File: src/rtl/spec_rob_pkg.sv
package spec_rob_pkg;
  typedef enum logic [1:0] {
    KIND_REG    = 2'b00,
    KIND_STORE  = 2'b01,
    KIND_BRANCH = 2'b10
  } rob_kind_e;
endpackage

File: src/rtl/rob_ptr_ctrl.sv
module rob_ptr_ctrl #(
  parameter int DEPTH = 8,
  localparam int TAG_W = $clog2(DEPTH),
  localparam int CNT_W = $clog2(DEPTH + 1)
) (
  input  logic             clk,
  input  logic             rst_n,
  input  logic             alloc_fire,
  input  logic             commit_fire,
  input  logic             flush,
  output logic [TAG_W-1:0] head,
  output logic [TAG_W-1:0] tail,
  output logic [CNT_W-1:0] count,
  output logic             full
);
  localparam logic [TAG_W-1:0] LAST = TAG_W'(DEPTH - 1);

  function automatic logic [TAG_W-1:0] bump(input logic [TAG_W-1:0] p);
    return (p == LAST) ? '0 : p + 1'b1;
  endfunction

  always_ff @(posedge clk or negedge rst_n) begin
    if (!rst_n) begin
      head  <= '0;
      tail  <= '0;
      count <= '0;
    end else if (flush) begin
      head  <= '0;
      tail  <= '0;
      count <= '0;
    end else begin
      if (alloc_fire)  tail <= bump(tail);
      if (commit_fire) head <= bump(head);
      count <= count + CNT_W'(alloc_fire) - CNT_W'(commit_fire);
    end
  end

  assign full = (count == CNT_W'(DEPTH));
endmodule

File: src/rtl/rob_slot.sv
module rob_slot
  import spec_rob_pkg::*;
#(
  parameter int DEST_W = 32,
  parameter int DATA_W = 32
) (
  input  logic              clk,
  input  logic              rst_n,
  input  logic              flush,
  input  logic              alloc_en,
  input  rob_kind_e         alloc_kind,
  input  logic [DEST_W-1:0] alloc_dest,
  input  logic              wb_hit,
  input  logic [DATA_W-1:0] wb_value,
  input  logic              wb_mispred,
  input  logic              retire_en,
  output logic              valid,
  output logic              done,
  output rob_kind_e         kind,
  output logic [DEST_W-1:0] dest,
  output logic [DATA_W-1:0] value,
  output logic              mispred
);
  logic take_wb;
  assign take_wb = wb_hit && valid && !done;

  always_ff @(posedge clk or negedge rst_n) begin
    if (!rst_n) begin
      valid   <= 1'b0;
      done    <= 1'b0;
      kind    <= KIND_REG;
      dest    <= '0;
      value   <= '0;
      mispred <= 1'b0;
    end else if (flush) begin
      valid   <= 1'b0;
      done    <= 1'b0;
      mispred <= 1'b0;
    end else begin
      if (alloc_en) begin
        valid   <= 1'b1;
        done    <= 1'b0;
        mispred <= 1'b0;
        kind    <= alloc_kind;
        dest    <= alloc_dest;
      end else if (retire_en) begin
        valid <= 1'b0;
        done  <= 1'b0;
      end
      if (take_wb) begin
        done    <= 1'b1;
        value   <= wb_value;
        mispred <= wb_mispred;
      end
    end
  end
endmodule

File: src/rtl/rob_commit_route.sv
module rob_commit_route
  import spec_rob_pkg::*;
(
  input  logic      head_valid,
  input  logic      head_done,
  input  rob_kind_e head_kind,
  input  logic      head_mispred,
  input  logic      cm_ready,
  output logic      cm_valid,
  output logic      commit_fire,
  output logic      reg_we,
  output logic      mem_we,
  output logic      flush,
  output logic      hold_alloc
);
  logic bad_branch;

  always_comb begin
    cm_valid    = head_valid && head_done;
    commit_fire = cm_valid && cm_ready;
    bad_branch  = cm_valid && (head_kind == KIND_BRANCH) && head_mispred;
    hold_alloc  = bad_branch;
    flush       = commit_fire && bad_branch;
    reg_we      = commit_fire && (head_kind == KIND_REG);
    mem_we      = commit_fire && (head_kind == KIND_STORE);
  end
endmodule

File: src/rtl/spec_rob.sv
module spec_rob
  import spec_rob_pkg::*;
#(
  parameter int DEPTH  = 8,
  parameter int DEST_W = 32,
  parameter int DATA_W = 32
) (
  input  logic                     clk,
  input  logic                     rst_n,
  input  logic                     alloc_valid,
  output logic                     alloc_ready,
  input  logic [1:0]               alloc_kind,
  input  logic [DEST_W-1:0]        alloc_dest,
  output logic [$clog2(DEPTH)-1:0] alloc_tag,
  input  logic                     wb_valid,
  input  logic [$clog2(DEPTH)-1:0] wb_tag,
  input  logic [DATA_W-1:0]        wb_value,
  input  logic                     wb_mispred,
  output logic                     cm_valid,
  input  logic                     cm_ready,
  output logic [1:0]               cm_kind,
  output logic [$clog2(DEPTH)-1:0] cm_tag,
  output logic [DEST_W-1:0]        cm_dest,
  output logic [DATA_W-1:0]        cm_value,
  output logic                     cm_reg_we,
  output logic                     cm_mem_we,
  output logic                     flush
);
  localparam int TAG_W = $clog2(DEPTH);
  localparam int CNT_W = $clog2(DEPTH + 1);

  logic [TAG_W-1:0] head, tail;
  logic [CNT_W-1:0] occ_count;
  logic             full, hold_alloc, alloc_fire, commit_fire;

  logic              s_valid   [DEPTH];
  logic              s_done    [DEPTH];
  rob_kind_e         s_kind    [DEPTH];
  logic [DEST_W-1:0] s_dest    [DEPTH];
  logic [DATA_W-1:0] s_value   [DEPTH];
  logic              s_mispred [DEPTH];

  assign alloc_ready = !full && !hold_alloc;
  assign alloc_fire  = alloc_valid && alloc_ready;
  assign alloc_tag   = tail;

  rob_ptr_ctrl #(.DEPTH(DEPTH)) u_ptr (
    .clk         (clk),
    .rst_n       (rst_n),
    .alloc_fire  (alloc_fire),
    .commit_fire (commit_fire),
    .flush       (flush),
    .head        (head),
    .tail        (tail),
    .count       (occ_count),
    .full        (full)
  );

  for (genvar i = 0; i < DEPTH; i++) begin : g_slot
    rob_slot #(.DEST_W(DEST_W), .DATA_W(DATA_W)) u_slot (
      .clk        (clk),
      .rst_n      (rst_n),
      .flush      (flush),
      .alloc_en   (alloc_fire && (tail == TAG_W'(i))),
      .alloc_kind (rob_kind_e'(alloc_kind)),
      .alloc_dest (alloc_dest),
      .wb_hit     (wb_valid && (wb_tag == TAG_W'(i))),
      .wb_value   (wb_value),
      .wb_mispred (wb_mispred),
      .retire_en  (commit_fire && (head == TAG_W'(i))),
      .valid      (s_valid[i]),
      .done       (s_done[i]),
      .kind       (s_kind[i]),
      .dest       (s_dest[i]),
      .value      (s_value[i]),
      .mispred    (s_mispred[i])
    );
  end

  rob_commit_route u_route (
    .head_valid   (s_valid[head]),
    .head_done    (s_done[head]),
    .head_kind    (s_kind[head]),
    .head_mispred (s_mispred[head]),
    .cm_ready     (cm_ready),
    .cm_valid     (cm_valid),
    .commit_fire  (commit_fire),
    .reg_we       (cm_reg_we),
    .mem_we       (cm_mem_we),
    .flush        (flush),
    .hold_alloc   (hold_alloc)
  );

  assign cm_kind  = s_kind[head];
  assign cm_tag   = head;
  assign cm_dest  = s_dest[head];
  assign cm_value = s_value[head];
endmodule

File: config.mk
export PLATFORM = sky130hd
export DESIGN_NAME = spec_rob
export DESIGN_NICKNAME = d
export VERILOG_FILES = /design/src/rtl/spec_rob_pkg.sv /design/src/rtl/rob_ptr_ctrl.sv /design/src/rtl/rob_slot.sv /design/src/rtl/rob_commit_route.sv /design/src/rtl/spec_rob.sv
export SDC_FILE = /design/constraint.sdc
export NUM_CORES = 1
export LEC_CHECK = 0
export BUFFER_PORTS_ARGS = -buffer_cell sky130_fd_sc_hd__buf_2
export CAP_MARGIN = 20
export CORE_MARGIN = 5
export CORE_UTILIZATION = 45
export CTS_BUF_LIST = sky130_fd_sc_hd__clkbuf_4 sky130_fd_sc_hd__clkbuf_8 sky130_fd_sc_hd__clkbuf_16
export DETAILED_ROUTE_END_ITERATION = 10
export GPL_ROUTABILITY_DRIVEN = 0
export PLACE_DENSITY_LB_ADDON = 0.2
export SETUP_SLACK_MARGIN = 0.15
export SLEW_MARGIN = 25
export SYNTH_ARGS = -nofsm -noshare
export SYNTH_HDL_FRONTEND = slang
export SYNTH_SLANG_ARGS = --single-unit
File: constraint.sdc
create_clock -name clk -period 3.85 [get_ports clk]
set_input_delay 0.385 -clock clk [delete_from_list [all_inputs] [get_ports clk]]
set_output_delay 0.385 -clock clk [all_outputs]
set_load 0.1 [all_outputs]
Word level (Yosys, flattened, before mapping)

Cells that the tools add are included.

Register bits: 562
Bits of input ports: 75
Output and inout bits: 77
Logic and storage cells: 284

$add $sub $neg: 4
$lt $le $gt $ge: 1
Equality and inequality tests: 24
Mux-type cells: 97
Bitwise gates (word level): 2
Reduce and logical (&&, ||, !) cells: 105

Operator list:

| cell                | number |
|---|---|
| $bmux 32 s3         | 2 |
| $mux 32             | 4 |
| $mux 1              | 78 |
| $logic_and 1x1->1   | 49 |
| $reduce_bool 3->1   | 16 |
| $eq 3x3->1 const B  | 12 |
| $reduce_and 2->1    | 16 |
| $reduce_bool 4->1   | 8 |
| $eq 3x2->1 const B  | 6 |
| $mux 3              | 6 |
| $logic_not 1->1     | 10 |
| $bmux 1 s3          | 3 |
| $eq 3x1->1 const B  | 3 |
| $logic_not 3->1     | 3 |
| $add 3x1->3 const B | 2 |
| $bmux 2 s3          | 1 |
| $add 4x1->4         | 1 |
| $eq 4x4->1 const B  | 1 |
| $ge 4x4->1 const B  | 1 |
| $mux 2              | 2 |
| $mux 4              | 1 |
| $not 3->4           | 1 |
| $reduce_bool 2->1   | 2 |
| $sub 4x1->4         | 1 |
| 4 further kinds     | 4 |

Logic depth before layout (Yosys ltp)

Word-level depth: 14
Gate-level depth with buffers: 15
Gate-level depth less buffers: 11

Cells and area by module

From an unflattened synthesis, not the netlist that was laid out.

Cell total of the unflattened synthesis: 1870
Area, all modules: 27497.6 um^2

By module, submodules not included:

| module           | times used | cells an instance | area each (um^2) | seq. area each (um^2) |
|---|---|---|---|---|
| rob_slot         | 8          | 154               | 2760.1           | 1726.7 |
| spec_rob         | 1          | 578               | 4789.6           | 0.0 |
| rob_ptr_ctrl     | 1          | 51                | 573.0            | 250.2 |
| rob_commit_route | 1          | 9                 | 53.8             | 0.0 |

Worst setup path after synthesis

Ideal clock, no wire load.

Path kind: reg-to-output
From: register u_ptr.head[0]
To: output cm_mem_we
Arrival time: 5.744 ns
Data required time: 3.465 ns
Slack: -2.279 ns
Cell stages (with the launch flop): 7
Path buffers: 2
Cell sequence: dfrtp_1 buf_2 buf_2 mux4_2 nand2_1 nand2_1 nor4_1

Elaborated cells on any way between the ends: 14
Those cells by class: eq/ne: 1; mux: 9; bitwise: 1; reduce/logical: 3

RTL lines:

| what                   | RTL line               | source |
|---|---|---|
| start, declared        | rob_ptr_ctrl.sv:11     | `output logic [TAG_W-1:0] head,` |
| start signal, assigned | rob_ptr_ctrl.sv:33     | `if (commit_fire) head <= bump(head);` |
| $not 3->4              | --                     |  |
| $bmux 2 s3             | --                     |  |
| $mux 2 (2 in series)   | --                     |  |
| named net cm_kind[1]   | spec_rob.sv:21         | `output logic [1:0] cm_kind,` |
| $eq 2x1->1             | rob_commit_route.sv:25 | `mem_we = commit_fire && (head_kind == KIND_STORE);` |
| $logic_and 1x1->1      | rob_commit_route.sv:25 |  |
| end, declared          | spec_rob.sv:26         | `output logic cm_mem_we,` |

The timed path passes the listed nets, and every way through them passes these cells. The select of a mux whose other input is x is not followed.

Worst setup path after layout

From: register u_ptr.head[1]
To: output cm_value[1]

Word-level cells in the longest chain between the ends: 4

Ends and longest elaborated chain:

| what                                        | RTL line       | source |
|---|---|---|
| $not 3->4 (implied by the code)             | spec_rob.sv:97 | `assign cm_value = s_value[head];` |
| $bmux 32 s3                                 | spec_rob.sv:97 |  |
| $mux 32 (implied by the code) (2 in series) | spec_rob.sv:97 |  |
| end, declared                               | spec_rob.sv:24 | `output logic [DATA_W-1:0] cm_value,` |

Every way passes these cells. The select of a mux whose other input is x is not followed.

==> out/qor.yml <==
outcome: "completed"
fin_crit_sh: 0.923
cp_num_cells: 6
ys_top_cells_by_count: "562 x dfrtp_1, 317 x mux2_2, 212 x mux2_1"
synth-edff-count: 0
slew_headroom: 0.360
cp_slowest_cell: "dfrtp_4"
worst_pin_slew_ns: 0.951
r2r_slack_ns: 0.79
die_w_um: 249
reg2reg_depth: 8
grt_pass1_wl_um: 97200
start_util: 0.456
dr.first_iter.drc_count: 755
crit_path_frequent_cell: "nand2_1"
dp_hpwl_um: 37600
clk_pin_slew_ns: 0.06
post_synth.cell_area_avg_um2: 14.9
syn_area_um2: 25800
finalNonFillerCells: 2702
antenna_found_initial: 8
drt_first_pass_iters: 4
critPathRequiredTime_ns: 3.46
cp_slowest_stage_delay_ns: 0.66
cts_buffers: 59
postSynthCellCount: 1729
ys.flop_type: "dfrtp_1"
clk-insertion-delay-late_ns: 0.63
wirelength_um: 60700
hold_path_class: "primary input to flop"
vias: 15000
worstSetupEndpointType: "output port"
yosysMostFrequentCell: "dfrtp_1"
cts_root_buffer: "clkbuf_16"
crit_family: "buffers and inverters"
drive_gt1_frac: 0.414
ios: 152
dieHeight_um: 249
async_reset_ff_frac: 1.00
fin_crit_ns: 3.55
globalRouteOverflowTotal: 0
yosys_warnings: 0
grtUsageMet1: 0.265
crit_path_start_kind: "flop"
nNetsFinal: 1988
fin_area_um2: 29800
synth_top_area_cell: "dfrtp_1"
grt_pass1_vias: 16500
ys_types: 56
use_met3: 0.0326
finalMaxSlewViolations: 0
ctsLongestPathBuffers: 3
drt.antenna.violating_nets: 0
cts_tree: "yes"
rsz0062_at_grt: "false"
area.growth.synth_to_final_pct: 15.4
cp_cell_sequence: "buf_4, buf_6, mux4_2, nand2_1, nand2_1, buf_2"
top_usage_layer: "met2"
max_freq_mhz: 282
placed_cells: 2589
crit-reg2reg-launch: "u_ptr.head[1]"
post_cts_buffers: 0
setup_viol: 0
crit_buf_inv: 3
port_buffers: 151
arrival_ns: 3.17
drc: 0
synth.area.top_cells: "dfrtp_1 55%, mux2_2 14%, mux4_2 12%"
synth.top_cell.area_share: 0.545
ys_seq_area_frac: 0.545
die-area_um2: 62200
routedWlPerCell_um: 22.5
r2r-end: "g_slot[7].u_slot.kind[1]"
maxCapViolations: 0
finalSetupTns_ns: 0
place_area_um2: 27700
viasPerCell: 5.57
synth_nets: 1822
critical_path_class: "flop to output port"
grt_max_degree: 101
finalClockSkew_ns: 0.0243
track_usage: 0.196
hold_depth: 2
crit_path_max_fanout: 42
rows: 87
htreeDepth: 2
grt_util_met2: 0.335
clock-sinks: 562
holdPathEnd: "g_slot[6].u_slot.value[18]"
core_area_um2: 56600
min_from: "wb_value[18]"
yosys_register_bits: 562
hold_violations: 0
==> placed cells by master, fill, tap and decap left out, drive strengths merged, types with 6 or more instances in the layout <==
cell,synthesis,final
o31ai,7,7
clkinv,0,16
nand4,9,9
o41ai,8,8
dfrtp,562,562
and2,6,6
clkbuf,21,88
and3,6,6
buf,87,212
o211ai,9,9
nor2,9,9
inv,35,36
nand4b,8,8
mux4,132,132
a21boi,6,6
ha,17,17
o21ai,22,22
nand2,200,200
mux2,529,529
==> worst max-delay path by stage <==
stage | end | slack (ns) | startpoint
finish | cm_value[1] | 0.30 | u_ptr.head[1]
global route | cm_value[1] | 0.15 | u_ptr.head[1]
detailed placement | cm_value[1] | 0.74 | u_ptr.head[0]
floorplan | cm_mem_we | 0.16 | u_ptr.head[0]
global placement | cm_value[22] | 0.76 | u_ptr.head[0]
CTS | cm_dest[22] | 0.17 | u_ptr.head[0]
==> cell type report <==
class	count	area [µm²]
clock buffers	88	1790
inverters	35	136
repair buffers	213	1450
multi-input cells	1024	11200
fillers	4731	26800
well taps	756	946
clock inverters	21	191
flip-flops and latches	562	14100
diodes	3	7.51
==> kinds of logic (layout without fill, tap and decap cells) <==
family	after synthesis	count (layout)	share of synthesized area
buffers and inverters	143	357	0.0274
xor gates and xnor gates	2	2	0.000679
and+or+nand+nor	264	264	0.0463
adders and majority gates	18	18	0.00902
AOI/OAI and AO/OA	76	76	0.0239
other	0	3	0
DFF	562	562	0.545
muxes	664	664	0.348
==> per-layer routing <==
layer  share of wire  wire length (µm)
met3           0.040              2430
met1            0.44             26600
met2            0.50             30400
met4           0.021              1260
met5          0.0010                62
==> registers in the layout, summed over array words and instances, names as in the netlist <==
name and flops:
g_slot.u_slot.dest 256, g_slot.u_slot.value 256, g_slot.u_slot.kind 16, g_slot.u_slot.done 8, g_slot.u_slot.mispred 8, g_slot.u_slot.valid 8, u_ptr.count 4, u_ptr.head 3
u_ptr.tail 3
==> stage by stage <==
step,utilization,worst slack (ns),hold WS [ns]
detailed placement,0.490,0.742,0.469
finish,0.526,0.298,0.0727
CTS,0.525,0.173,0.0265
global placement,0.490,0.757,0.462
global route,0.526,0.152,0.0428
floorplan,-,0.159,0.0894
==> what timing repair did <==
item                       CTS  global route
hold buffers                 1             0
hold endpoints to repair    92             0
setup endpoints to repair   25            20
gates cloned                 0             0
gates resized for setup      3             3
Power is not shown: default switching activity piles up to over one toggle a cycle in this logic, so the estimate is an artifact.
